--- src/rtl/pp_pkg.sv ---
package pp_pkg;
    localparam int PP_LINES  = 3;
    localparam int PP_GARB   = 2;
    localparam int PP_GATES  = 3;
    localparam int PP_CHAINS = 2;
    localparam int PP_INJ_CHAIN = PP_GATES * PP_LINES;
    localparam int PP_INJ    = PP_CHAINS * PP_INJ_CHAIN;
    localparam int PP_MAP    = PP_CHAINS * PP_GATES;

    typedef enum logic {
        FN_PERES = 1'b0,
        FN_TR    = 1'b1
    } pp_fn_e;
endpackage

--- src/rtl/pp_dual_feynman.sv ---
module pp_dual_feynman
    import pp_pkg::*;
(
    input  logic                a,
    input  logic                b,
    input  logic                c,
    input  logic [PP_LINES-1:0] inj,
    output logic                p,
    output logic                q,
    output logic                r,
    output logic                err
);
    logic [PP_LINES-1:0] raw;

    always_comb begin
        raw = {a ^ c, a ^ b, a};
        {r, q, p} = raw ^ inj;
        err = (^{a, b, c}) ^ (^{r, q, p});
    end
endmodule

--- src/rtl/pp_fredkin.sv ---
module pp_fredkin
    import pp_pkg::*;
(
    input  logic                ctl,
    input  logic                x,
    input  logic                y,
    input  logic [PP_LINES-1:0] inj,
    output logic                o_ctl,
    output logic                o_x,
    output logic                o_y,
    output logic                err
);
    logic [PP_LINES-1:0] raw;

    always_comb begin
        raw = ctl ? {x, y, ctl} : {y, x, ctl};
        {o_y, o_x, o_ctl} = raw ^ inj;
        err = (^{ctl, x, y}) ^ (^{o_y, o_x, o_ctl});
    end
endmodule

--- src/rtl/pp_chain.sv ---
module pp_chain
    import pp_pkg::*;
#(
    parameter pp_fn_e FN = FN_PERES
) (
    input  logic                    a,
    input  logic                    b,
    input  logic                    c,
    input  logic [PP_INJ_CHAIN-1:0] inj,
    output logic [PP_LINES-1:0]     y,
    output logic [PP_GARB-1:0]      garb,
    output logic [PP_GATES-1:0]     err
);
    localparam logic ANCILLA = 1'b0;

    logic a_pass, ab_x, a_copy;
    logic x_pass, prod_t, prod_f;
    logic ctl2, third2;
    logic g2_p, g2_q, g2_r;

    // gate 0: split a, form a^b, duplicate a onto an ancilla
    pp_dual_feynman u_g0 (
        .a(a), .b(b), .c(ANCILLA), .inj(inj[0*PP_LINES +: PP_LINES]),
        .p(a_pass), .q(ab_x), .r(a_copy), .err(err[0])
    );

    // gate 1: controlled by a^b, recovers a&b and a&~b
    pp_fredkin u_g1 (
        .ctl(ab_x), .x(a_copy), .y(ANCILLA), .inj(inj[1*PP_LINES +: PP_LINES]),
        .o_ctl(x_pass), .o_x(prod_t), .o_y(prod_f), .err(err[1])
    );

    generate
        if (FN == FN_TR) begin : g_tr
            assign ctl2   = prod_f;
            assign third2 = prod_t;
        end else begin : g_peres
            assign ctl2   = prod_t;
            assign third2 = prod_f;
        end
    endgenerate

    // gate 2: product term xor c; the two products recombine to a
    pp_dual_feynman u_g2 (
        .a(ctl2), .b(c), .c(third2), .inj(inj[2*PP_LINES +: PP_LINES]),
        .p(g2_p), .q(g2_q), .r(g2_r), .err(err[2])
    );

    assign y    = {g2_q, x_pass, a_pass};
    assign garb = {g2_r, g2_p};
endmodule

--- src/rtl/peres_tr_pp.sv ---
module peres_tr_pp
    import pp_pkg::*;
(
    input  logic               a_in,
    input  logic               b_in,
    input  logic               c_in,
    input  logic               sel_tr,
    input  logic [PP_INJ-1:0]  inj_in,
    output logic [PP_LINES-1:0] y_out,
    output logic [PP_GARB-1:0] garb_pe,
    output logic [PP_GARB-1:0] garb_tr,
    output logic               fault,
    output logic [PP_MAP-1:0]  fault_map
);
    logic [PP_LINES-1:0] chain_y [PP_CHAINS];
    logic [PP_GARB-1:0]  chain_g [PP_CHAINS];

    generate
        for (genvar k = 0; k < PP_CHAINS; k++) begin : g_chain
            pp_chain #(
                .FN((k == 0) ? FN_PERES : FN_TR)
            ) u_chain (
                .a(a_in), .b(b_in), .c(c_in),
                .inj(inj_in[k*PP_INJ_CHAIN +: PP_INJ_CHAIN]),
                .y(chain_y[k]),
                .garb(chain_g[k]),
                .err(fault_map[k*PP_GATES +: PP_GATES])
            );
        end
    endgenerate

    pp_fn_e fn_sel;
    assign fn_sel  = pp_fn_e'(sel_tr);
    assign y_out   = (fn_sel == FN_TR) ? chain_y[1] : chain_y[0];
    assign garb_pe = chain_g[0];
    assign garb_tr = chain_g[1];
    assign fault   = |fault_map;

    always_comb begin
        if (inj_in == '0) begin
            p_peres_map_r1: assert (chain_y[0] == {(a_in & b_in) ^ c_in, a_in ^ b_in, a_in})
                else $error("Peres chain mapping wrong");
            p_tr_map_r2: assert (chain_y[1] == {(a_in & ~b_in) ^ c_in, a_in ^ b_in, a_in})
                else $error("TR chain mapping wrong");
            p_quiet_flag_r5: assert (!fault)
                else $error("fault raised without injection");
            p_line_parity_r8: assert ((^{chain_y[0], chain_g[0]}) == (^{a_in, b_in, c_in}))
                else $error("Peres chain line parity broken");
        end
        if ($countones(inj_in) == 1) begin
            p_single_detect_r6: assert ($countones(fault_map) == 1)
                else $error("single injection not pinned to one gate");
        end
    end
endmodule

--- config.mk ---
export PLATFORM = sky130hd
export DESIGN_NAME = peres_tr_pp
export DESIGN_NICKNAME = d
export VERILOG_FILES = /design/src/rtl/pp_pkg.sv /design/src/rtl/pp_dual_feynman.sv /design/src/rtl/pp_fredkin.sv /design/src/rtl/pp_chain.sv /design/src/rtl/peres_tr_pp.sv
export SDC_FILE = /design/constraint.sdc
export NUM_CORES = 1
export LEC_CHECK = 0
export ABC_AREA = 1
export BUFFER_PORTS_ARGS = -buffer_cell sky130_fd_sc_hd__buf_2
export CORE_MARGIN = 2
export CORE_UTILIZATION = 40
export DETAILED_ROUTE_END_ITERATION = 7
export GPL_TIMING_DRIVEN = 1
export PLACE_DENSITY_LB_ADDON = 0.15
export SETUP_SLACK_MARGIN = 0.02
export SYNTH_ARGS = -nofsm -noshare
export SYNTH_HDL_FRONTEND = slang
export SYNTH_SLANG_ARGS = --single-unit
export TNS_END_PERCENT = 5
--- constraint.sdc ---
create_clock -name vclk -period 2.7
set_clock_uncertainty 0.05 [all_clocks]
set_input_delay 0.135 -clock vclk [all_inputs]
set_output_delay 0.135 -clock vclk [all_outputs]
set_load 0.02 [all_outputs]
==> run metrics, run 1 <==
post-CTS setup repair buffer count=0; placed cells=192; Reg area=0 um^2; Die Height=47.9 um; crit-path cells=buf_2 -> inv_1 -> nand2_4 -> nand2_1 -> nand2_1 -> nand2_1 -> ha_1 -> xnor2_1 -> nand2_1 -> nand2_1 -> nand2_1 -> nand2_1 -> nand2_1 -> nand2_1 -> nor2_1 -> nand2_1 -> buf_2; die width=47.9 um; fin cells=~190; number of global-route vias before repair=a little under 700; GRT Overall Usage=14.6%; Syn Nets=166; count of boundary I/O pins=36; crit-path max FO=5; RSZ-0062 raised after global routing=false; gp weighted congestion=between 0.7 and 0.8; Relative slew margins=77.8%; critical path startpoint=a_in; max cap viols=0; Slowest Stage Delay on Critical Path=0.31 ns; status=completed; layer with the highest usage=met2; Core Rows=15; area growth from synthesis to layout=17.7%; Slowest cell on crit path=xnor2_1; Setup crit end=fault; LEAKAGE=roughly 0.00059 uW; sequential area share after synthesis=0%; first-pass GRT wire length=roughly 2600 um; Port Buffers=36; Filler cells=around 200; Worst setup SP type=primary input; Place WS=around 0.5 ns; area occupied by multi-input gates=609 um^2; via count=between 800 and 900; Post-Route Setup TNS=0 ns; Seq cells=0; Critical Path RT=2.52 ns; Initial Util=a little over two fifths; layout cells sized above 1=approximately 25%; Worst Path Arrival=about 2 ns; Final Hold Fails=0; synth warn=0; number of diodes=0; WL/cell=~8.4 um; DP HPWL=about 1500 um; # resized after CTS=0; die area=~2300 um^2; Worst path most repeated cell=nand2_1; Tmin final=roughly 2.2 ns; CP Class=in -> out; f_max=between 0.4 and 0.5 GHz; worst hold path type=in -> out; Final Max Slew Viols=0; drt pass-1 iters=4; syn_area_per_cell=5.47 um^2; setup ws final=between 0.5 and 0.6 ns; met2 usage=~28%; Least-Margin Pin Slew=~0.33 ns; Placeable Area=about 1800 um^2; # setup viols final=0; routed wire length=1610 um; period utilisation layout=about four fifths; clkbuf count=0; # nets final=roughly 190; DRT iter0 DRCs=13; Crit. End Element=output pin; hold buffer count at cts=0; largest net degree at the start of global routing=6; hold slack=just over 0.5 ns; antenna-violating nets left=0; DRC=0; antenna violations before repair=0; Mapped Cells=about 140; met1 Use GR=between 10% and 20%; met3 GRT Util=less than 1%; worst ir drop on vdd=0.000104 V; GR Overflow Total=0; vias per cell=4.42; power density over cell area=315 nW/um^2; synthesized area=a little under 800 um^2; Cell variety after synth=16
-- placed cells by master, fill, tap and decap left out --
master | Yosys | final
xor2_1 | 11 | 11
nand4_1 | 1 | 1
o21ai_0 | 1 | 1
xnor2_1 | 10 | 10
nand3_2 | 2 | 2
nand3b_1 | 2 | 2
mux2i_1 | 1 | 1
buf_2 | 0 | 36
o21ai_2 | 1 | 1
ha_1 | 3 | 3
nand2_4 | 1 | 1
inv_1 | 23 | 23
nand2_1 | 51 | 51
or2_2 | 1 | 1
nor2_1 | 1 | 1
nand3_1 | 22 | 22
-- worst max-delay path: cells and delay by family --
kind	cells	cell delay (ns)
buffers and inverters	3	0.38
AND/OR/NAND/NOR	12	0.92
adder cells (fa/ha/maj)	1	0.23
XOR/XNOR	1	0.31
-- worst min path at each step --
stage	to	from	slack [ns]	cells past startpoint
2_1_floorplan	garb_pe[0]	inj_in[6]	0.41	2
3_3_place_gp	garb_pe[0]	inj_in[6]	0.52	3
3_5_place_dp	garb_pe[0]	inj_in[6]	0.52	3
4_1_cts	garb_pe[0]	inj_in[6]	0.52	3
5_1_grt	garb_pe[0]	inj_in[6]	0.55	3
6_report	garb_pe[0]	inj_in[6]	0.52	3
-- cell families after synthesis --
logic type | Yosys count | share of synthesized area [%]
AOI/OAI and AO/OA | 2 | 1.79
adders and majority gates | 3 | 4.87
and+or+nand+nor | 81 | 47.2
xor gates and xnor gates | 21 | 23.9
buffers and inverters | 33 | 20.9
muxes | 1 | 1.30
-- power by group --
part           switching [uW]  internal (uW)
clock                       0              0
combinational             177            108
sequential                  0              0
total                     177            108
-- synthesized netlist by cell type, drive strengths merged --
cell type | number | area, um^2
buf | 10 | 75.1
nand4 | 1 | 6.26
or2 | 1 | 6.26
nand2 | 52 | 203
o21ai | 2 | 13.8
nor2 | 1 | 3.75
xnor2 | 10 | 87.6
xor2 | 11 | 96.3
inv | 23 | 86.3
nand3b | 2 | 15.0
mux2i | 1 | 10.0
nand3 | 24 | 130
ha | 3 | 37.5
-- cell type report --
type / count / share of cell area (%)
well taps: 25 / 3.45
multi-input cells: 108 / 67.2
inverters: 23 / 9.52
repair buffers: 36 / 19.9
-- per-stage QoR --
step	total power, uW	utilization [%]	area [um^2]
global route	324	51.4	907
global placement	284	51.4	907
finish	285	51.4	907
detailed placement	288	51.4	907
floorplan	245	-	771
CTS	289	51.4	907
-- metal layers --
metal	routed length, um	up-vias
met3	115	0
li1	-	476
met1	754	345
met4	0	0
met2	737	28
met5	0	-
(Power assumes the default switching activity.)
==> run 2: changes to the inputs <==
--- a/config.mk
+++ b/config.mk
@@ -5,7 +5,7 @@
 export SDC_FILE = /design/constraint.sdc
 export NUM_CORES = 1
 export LEC_CHECK = 0
-export ABC_AREA = 1
+export ABC_AREA = 0
 export BUFFER_PORTS_ARGS = -buffer_cell sky130_fd_sc_hd__buf_2
 export CORE_MARGIN = 2
 export CORE_UTILIZATION = 40
==> constraint.sdc (replaced) <==
create_clock -name vclk -period 2.1
set_clock_uncertainty 0.05 [all_clocks]
set_input_delay 0.105 -clock vclk [all_inputs]
set_output_delay 0.105 -clock vclk [all_outputs]
set_load 0.02 [all_outputs]
==> run metrics, run 2 <==
Final Instance Area=891 um^2 (was 907 um^2); Cell variety after synth=21 (was 16); setup ws final=-0.00771 ns (was 0.522 ns); GR Overflow Total=0 (unchanged); Initial Util=42.6% (was 43.7%); largest net degree at the start of global routing=7 (was 6); antenna violations before repair=0 (unchanged); met2 usage=31.6% (was 28.0%); Placeable Area=1280 um^2 (was 1760 um^2); vias per cell=4.35 (was 4.42); Seq cells=0 (unchanged); Sw Pwr=267 uW (was 177 uW); synth warn=0 (unchanged); worst ir drop on vdd=0.000251 V (was 0.000104 V); WL/cell=9.68 um (was 8.36 um); via count=509 (was 849); antenna-violating nets left=0 (unchanged); number of diodes=0 (unchanged); Worst Path Arrival=1.95 ns (was 1.99 ns); synth top area cells=xnor2_1 (37%), buf_4 (14%), xor2_1 (11%) (was nand2_1 (25%), nand3_1 (14%), xor2_1 (13%)); DP HPWL=988 um (was 1490 um); Critical Path RT=1.95 ns (was 2.52 ns); cell taking the most area after synthesis=xnor2_1 (was nand2_1); Post-Synth Adder-Cell Area=6.86% (was 4.87%); Syn Nets=85 (was 166); area fraction in compound gates after synthesis=1.83% (was 1.79%); Synth Area in XOR/XNOR=62.7% (was 23.9%); routed wire length=1130 um (was 1610 um); die area=1680 um^2 (was 2290 um^2); failing checks=setup timing; power density over cell area=611 nW/um^2 (was 315 nW/um^2); worst hold path type=in -> out (unchanged); DRT iter0 DRCs=1 (was 13); commonest non-fill, non-tap cell in the layout=buf_2 (was nand2_1); RSZ-0062 raised after global routing=true (was false); Reg area=0 um^2 (unchanged); # nets final=129 (was 194); Worst setup SP type=primary input (unchanged); hold buffer count at cts=0 (unchanged); largest family of logic cells by synthesized area=XOR/XNOR gates (was simple AND/OR/NAND/NOR gates); status=complete, but fails checks (was completed); Post-Route Setup TNS=-0.00771 ns (was 0 ns); Tmin final=between 2 and 2.5 ns; Die Height=41.0 um (was 47.9 um); Least-Margin Pin Slew=0.234 ns (was 0.332 ns); max cap viols=0 (unchanged); synth cell count leaders=xnor2_1 (23), buf_4 (10), xor2_1 (7) (was nand2_1 (51), inv_1 (23), nand3_1 (22)); first-pass GRT wire length=1610 um (was 2560 um); Crit. End Element=output pin (unchanged); Post-Synth Simple-Gate Area=7.78% (was 47.2%); CP Class=in -> out (unchanged); syn_area_per_cell=9.11 um^2 (was 5.47 um^2); Place WS=-0.109 ns (was 0.511 ns); Port Buffers=36 (unchanged); count of boundary I/O pins=36 (unchanged); hold wc startpoint=c_in (was inj_in[6]); Mapped Cells=60 (was 141); f_max=roughly 0.47 GHz; period utilisation layout=100%; top cell type's share of synthesized area=36.8% (was 24.8%); clkbuf count=0 (unchanged); # setup viols final=1 (was 0); critical path startpoint=a_in (unchanged); Final Max Slew Viols=0 (unchanged); Final Hold Fails=0 (unchanged); Int Power=278 uW (was 108 uW); Relative slew margins=84.1% (was 77.8%); layout cells sized above 1=66.7% (was 24.6%); clock share of power=0% (about the same); Comb power frac=100.0% (about the same); GRT Overall Usage=14.1% (was 14.6%); area growth from synthesis to layout=62.9% (was 17.7%); met1 Use GR=14.7% (was 19.1%); DRC=0 (unchanged); sequential area share after synthesis=0% (unchanged); hold slack=0.453 ns (was 0.520 ns); commonest cells after routing, fill and taps aside=buf_2 (32), xnor2_1 (18), buf_4 (18), xor2_1 (6), xnor2_2 (5) (was nand2_1 (51), buf_2 (36), inv_1 (23), nand3_1 (22), xor2_1 (11)); switching share of total power=49.0% (was 62.2%); crit-path max FO=6 (was 5); Placed Area=790 um^2 (was 907 um^2); gp weighted congestion=0.605 (was 0.748); post-synthesis mux area share=4.35% (was 1.30%); most instantiated library cell after synthesis=xnor2_1 (was nand2_1); synthesized area=547 um^2 (was 771 um^2); number of global-route vias before repair=440 (was 691); met3 GRT Util=0% (was 0.377%); layer with the highest usage=met2 (unchanged); LEAKAGE=0.000444 uW (was 0.000589 uW); Core Rows=13 (was 15); drt pass-1 iters=4 (unchanged); die width=41.0 um (was 47.9 um); Reg power frac=0% (about the same)
-- run 2: cell type report --
class / count / area [um^2]
tap: 15 / 18.8
timing repair buffer: 53 / 333
multi-input combinational: 48 / 536
inverter: 1 / 3.75
fill: 105 / 394
-- run 2: layer usage --
layer / part of all wire, % / up-vias
li1: - / 265
met1: 37 / 221
met2: 56 / 23
met3: 7.5 / 0
met4: 0 / 0
met5: 0 / -
-- run 2: final timing paths --
kind	slack [ns]	endpoint	cells past startpoint
min	0.45	y_out[2]	3
max	-0.008	fault	9
-- run 2: cells by family (layout without fill, tap and decap cells) --
kind of cell / after synthesis / count (layout)
AOI/OAI and AO/OA: 2 / 2
xor gates and xnor gates: 34 / 34
adders and majority gates: 3 / 3
buffers and inverters: 12 / 54
muxes: 2 / 2
and+or+nand+nor: 7 / 7
-- run 2: worst max-delay path, cell delays in order --
cell and delay, ns:
buf_6 0.10, and2b_1 0.19, or2_2 0.28, ha_2 0.20, xnor2_2 0.12, xnor3_1 0.26
xnor2_1 0.15, or3b_4 0.40, buf_6 0.14
-- run 2: per-stage QoR --
stage                     power [uW]  std cells  utilization, %
after floorplan                  403         60               -
after global placement           494        114            61.4
after detailed placement         497        114            61.4
after CTS                        530        117            66.8
after global routing             593        117            69.3
final                            544        117            69.3
-- run 2: repair_timing --
action	CTS	global route
buffers inserted	3	0
gates resized for setup	11	5
pin swaps	10	5
setup endpoints to repair	1	2
-- run 2: power by group through the flow --
stage,combinational (uW),clock [uW],sequential (uW)
after global placement,494,0,0
after global routing,593,0,0
final,544,0,0
after CTS,530,0,0
after detailed placement,497,0,0
after floorplan,403,0,0
==> run 3: changes to the inputs <==
--- a/config.mk
+++ b/config.mk
@@ -12,6 +12,7 @@
 export DETAILED_ROUTE_END_ITERATION = 7
 export GPL_TIMING_DRIVEN = 1
 export PLACE_DENSITY_LB_ADDON = 0.15
+export RECOVER_POWER = 100
 export SETUP_SLACK_MARGIN = 0.02
 export SYNTH_ARGS = -nofsm -noshare
 export SYNTH_HDL_FRONTEND = slang
==> run metrics, run 3 (synthesis gave the netlist of run 2 again) <==
status=complete, but fails checks (unchanged); failing checks=setup timing (unchanged); Worst setup SP type=primary input (unchanged); gp weighted congestion=0.605 (unchanged); # setup viols final=1 (unchanged); RSZ-0062 raised after global routing=true (unchanged); max cap viols=0 (unchanged); crit-path cells=buf_6 -> and2b_1 -> or2_2 -> ha_2 -> xnor2_2 -> xnor3_1 -> xnor2_1 -> or3b_4 -> buf_6 (unchanged); antenna-violating nets left=0 (unchanged); power density over cell area=605 nW/um^2 (was 611 nW/um^2); layout cells sized above 1=56.9% (was 66.7%); worst hold path type=in -> out (unchanged); DRT iter0 DRCs=1 (unchanged); Final Instance Area=878 um^2 (was 891 um^2); Initial Util=42.6% (unchanged); number of diodes=0 (unchanged); commonest cells after routing, fill and taps aside=buf_2 (22), xnor2_1 (18), buf_4 (18), clkbuf_1 (10), xor2_1 (6) (was buf_2 (32), xnor2_1 (18), buf_4 (18), xor2_1 (6), xnor2_2 (5)); LEAKAGE=0.000417 uW (was 0.000444 uW); Least-Margin Pin Slew=0.253 ns (was 0.234 ns); WL/cell=9.74 um (was 9.68 um); Crit. End Element=output pin (unchanged); Final Hold Fails=0 (unchanged); Worst Path Arrival=1.95 ns (about the same); largest net degree at the start of global routing=7 (unchanged); hold wc startpoint=c_in (unchanged); Placed Area=790 um^2 (unchanged); Final Max Slew Viols=0 (unchanged); DRC=0 (unchanged); via count=507 (was 509); GRT Overall Usage=14.1% (unchanged); setup ws final=-0.00945 ns (was -0.00771 ns); CP Class=in -> out (unchanged); period utilisation layout=100% (about the same); f_max=0.474 GHz (about the same); Tmin final=2.11 ns (about the same); # nets final=129 (unchanged); routed wire length=1140 um (was 1130 um); number of global-route vias before repair=440 (unchanged); Slowest Stage Delay on Critical Path=0.40 ns (about the same); DP HPWL=988 um (unchanged); worst ir drop on vdd=0.000248 V (was 0.000251 V); Worst path most repeated cell=buf_6 (unchanged); GR Overflow Total=0 (unchanged); crit-path max FO=6 (unchanged); Place WS=-0.109 ns (unchanged); vias per cell=4.33 (was 4.35); Reg area=0 um^2 (unchanged); placed cells=114 (unchanged); Placeable Area=1280 um^2 (unchanged); Die Height=41.0 um (unchanged); commonest non-fill, non-tap cell in the layout=buf_2 (unchanged); antenna violations before repair=0 (unchanged); die width=41.0 um (unchanged); hold path endpoint=y_out[2] (unchanged); Hold Path Stages=3 (unchanged); Core Rows=13 (unchanged); drt pass-1 iters=4 (unchanged); Critical Path RT=1.95 ns (about the same); first-pass GRT wire length=1610 um (unchanged); Relative slew margins=83.0% (was 84.1%); Seq cells=0 (unchanged); area growth from synthesis to layout=60.6% (was 62.9%); fin cells=117 (unchanged); Port Buffers=36 (unchanged); Slowest cell on crit path=or3b_4 (unchanged); clkbuf count=0 (unchanged); final core utilization=68.4% (was 69.3%); die area=1680 um^2 (unchanged); count of boundary I/O pins=36 (unchanged)
==> run 3: cell type report <==
class / count / area, um^2
multi-input cells: 48 / 536
fillers: 112 / 407
repair buffers: 53 / 320
well taps: 15 / 18.8
inverters: 1 / 3.75
==> run 3: worst max-delay path by stage <==
stage	startpoint	to	slack, ns
floorplan	a_in	fault	0.03
global placement	a_in	fault	-0.09
detailed placement	a_in	fault	-0.11
CTS	b_in	fault	-0.03
global route	a_in	fault	-0.08
finish	a_in	fault	-0.009
==> run 3: per-stage QoR <==
step                      hold slack [ns]  power (uW)  TNS (ns)
after detailed placement            0.451         497    -0.109
after global routing                0.478         580   -0.0795
final                               0.453         532  -0.00945
after global placement              0.447         494   -0.0950
after CTS                           0.451         530   -0.0325
after floorplan                     0.289         403         0
==> run 3: layer usage <==
| metal | vias to the layer above | part of all wire [%] | track usage, % |
|---|---|---|---|
| met4 | 0 | 0 | 0 |
| met1 | 220 | 36 | 14.7 |
| li1 | 264 | - | - |
| met3 | 0 | 7.8 | 0 |
| met5 | - | 0 | 0 |
| met2 | 23 | 56 | 31.6 |
==> run 3: power by group <==
part / total (uW) / switching, uW / internal, uW
Combinational: 532 / 268 / 263
Clock: 0 / 0 / 0
Sequential: 0 / 0 / 0
==> run 3: timing repair <==
item | 4_1_cts | 5_1_grt
hold buffers | 0 | 0
buffers inserted | 3 | 0
gates resized for setup | 11 | 5
setup endpoints to repair | 1 | 2
endpoints found under the hold margin | 0 | 0
pin swaps | 10 | 5
==> run 3: critical path, delay by kind of cell <==
| kind | cells | cell delay [ns] |
|---|---|---|
| AND/OR/NAND/NOR | 3 | 0.87 |
| XOR/XNOR | 3 | 0.53 |
| buffers and inverters | 2 | 0.24 |
| adder cells (fa/ha/maj) | 1 | 0.20 |
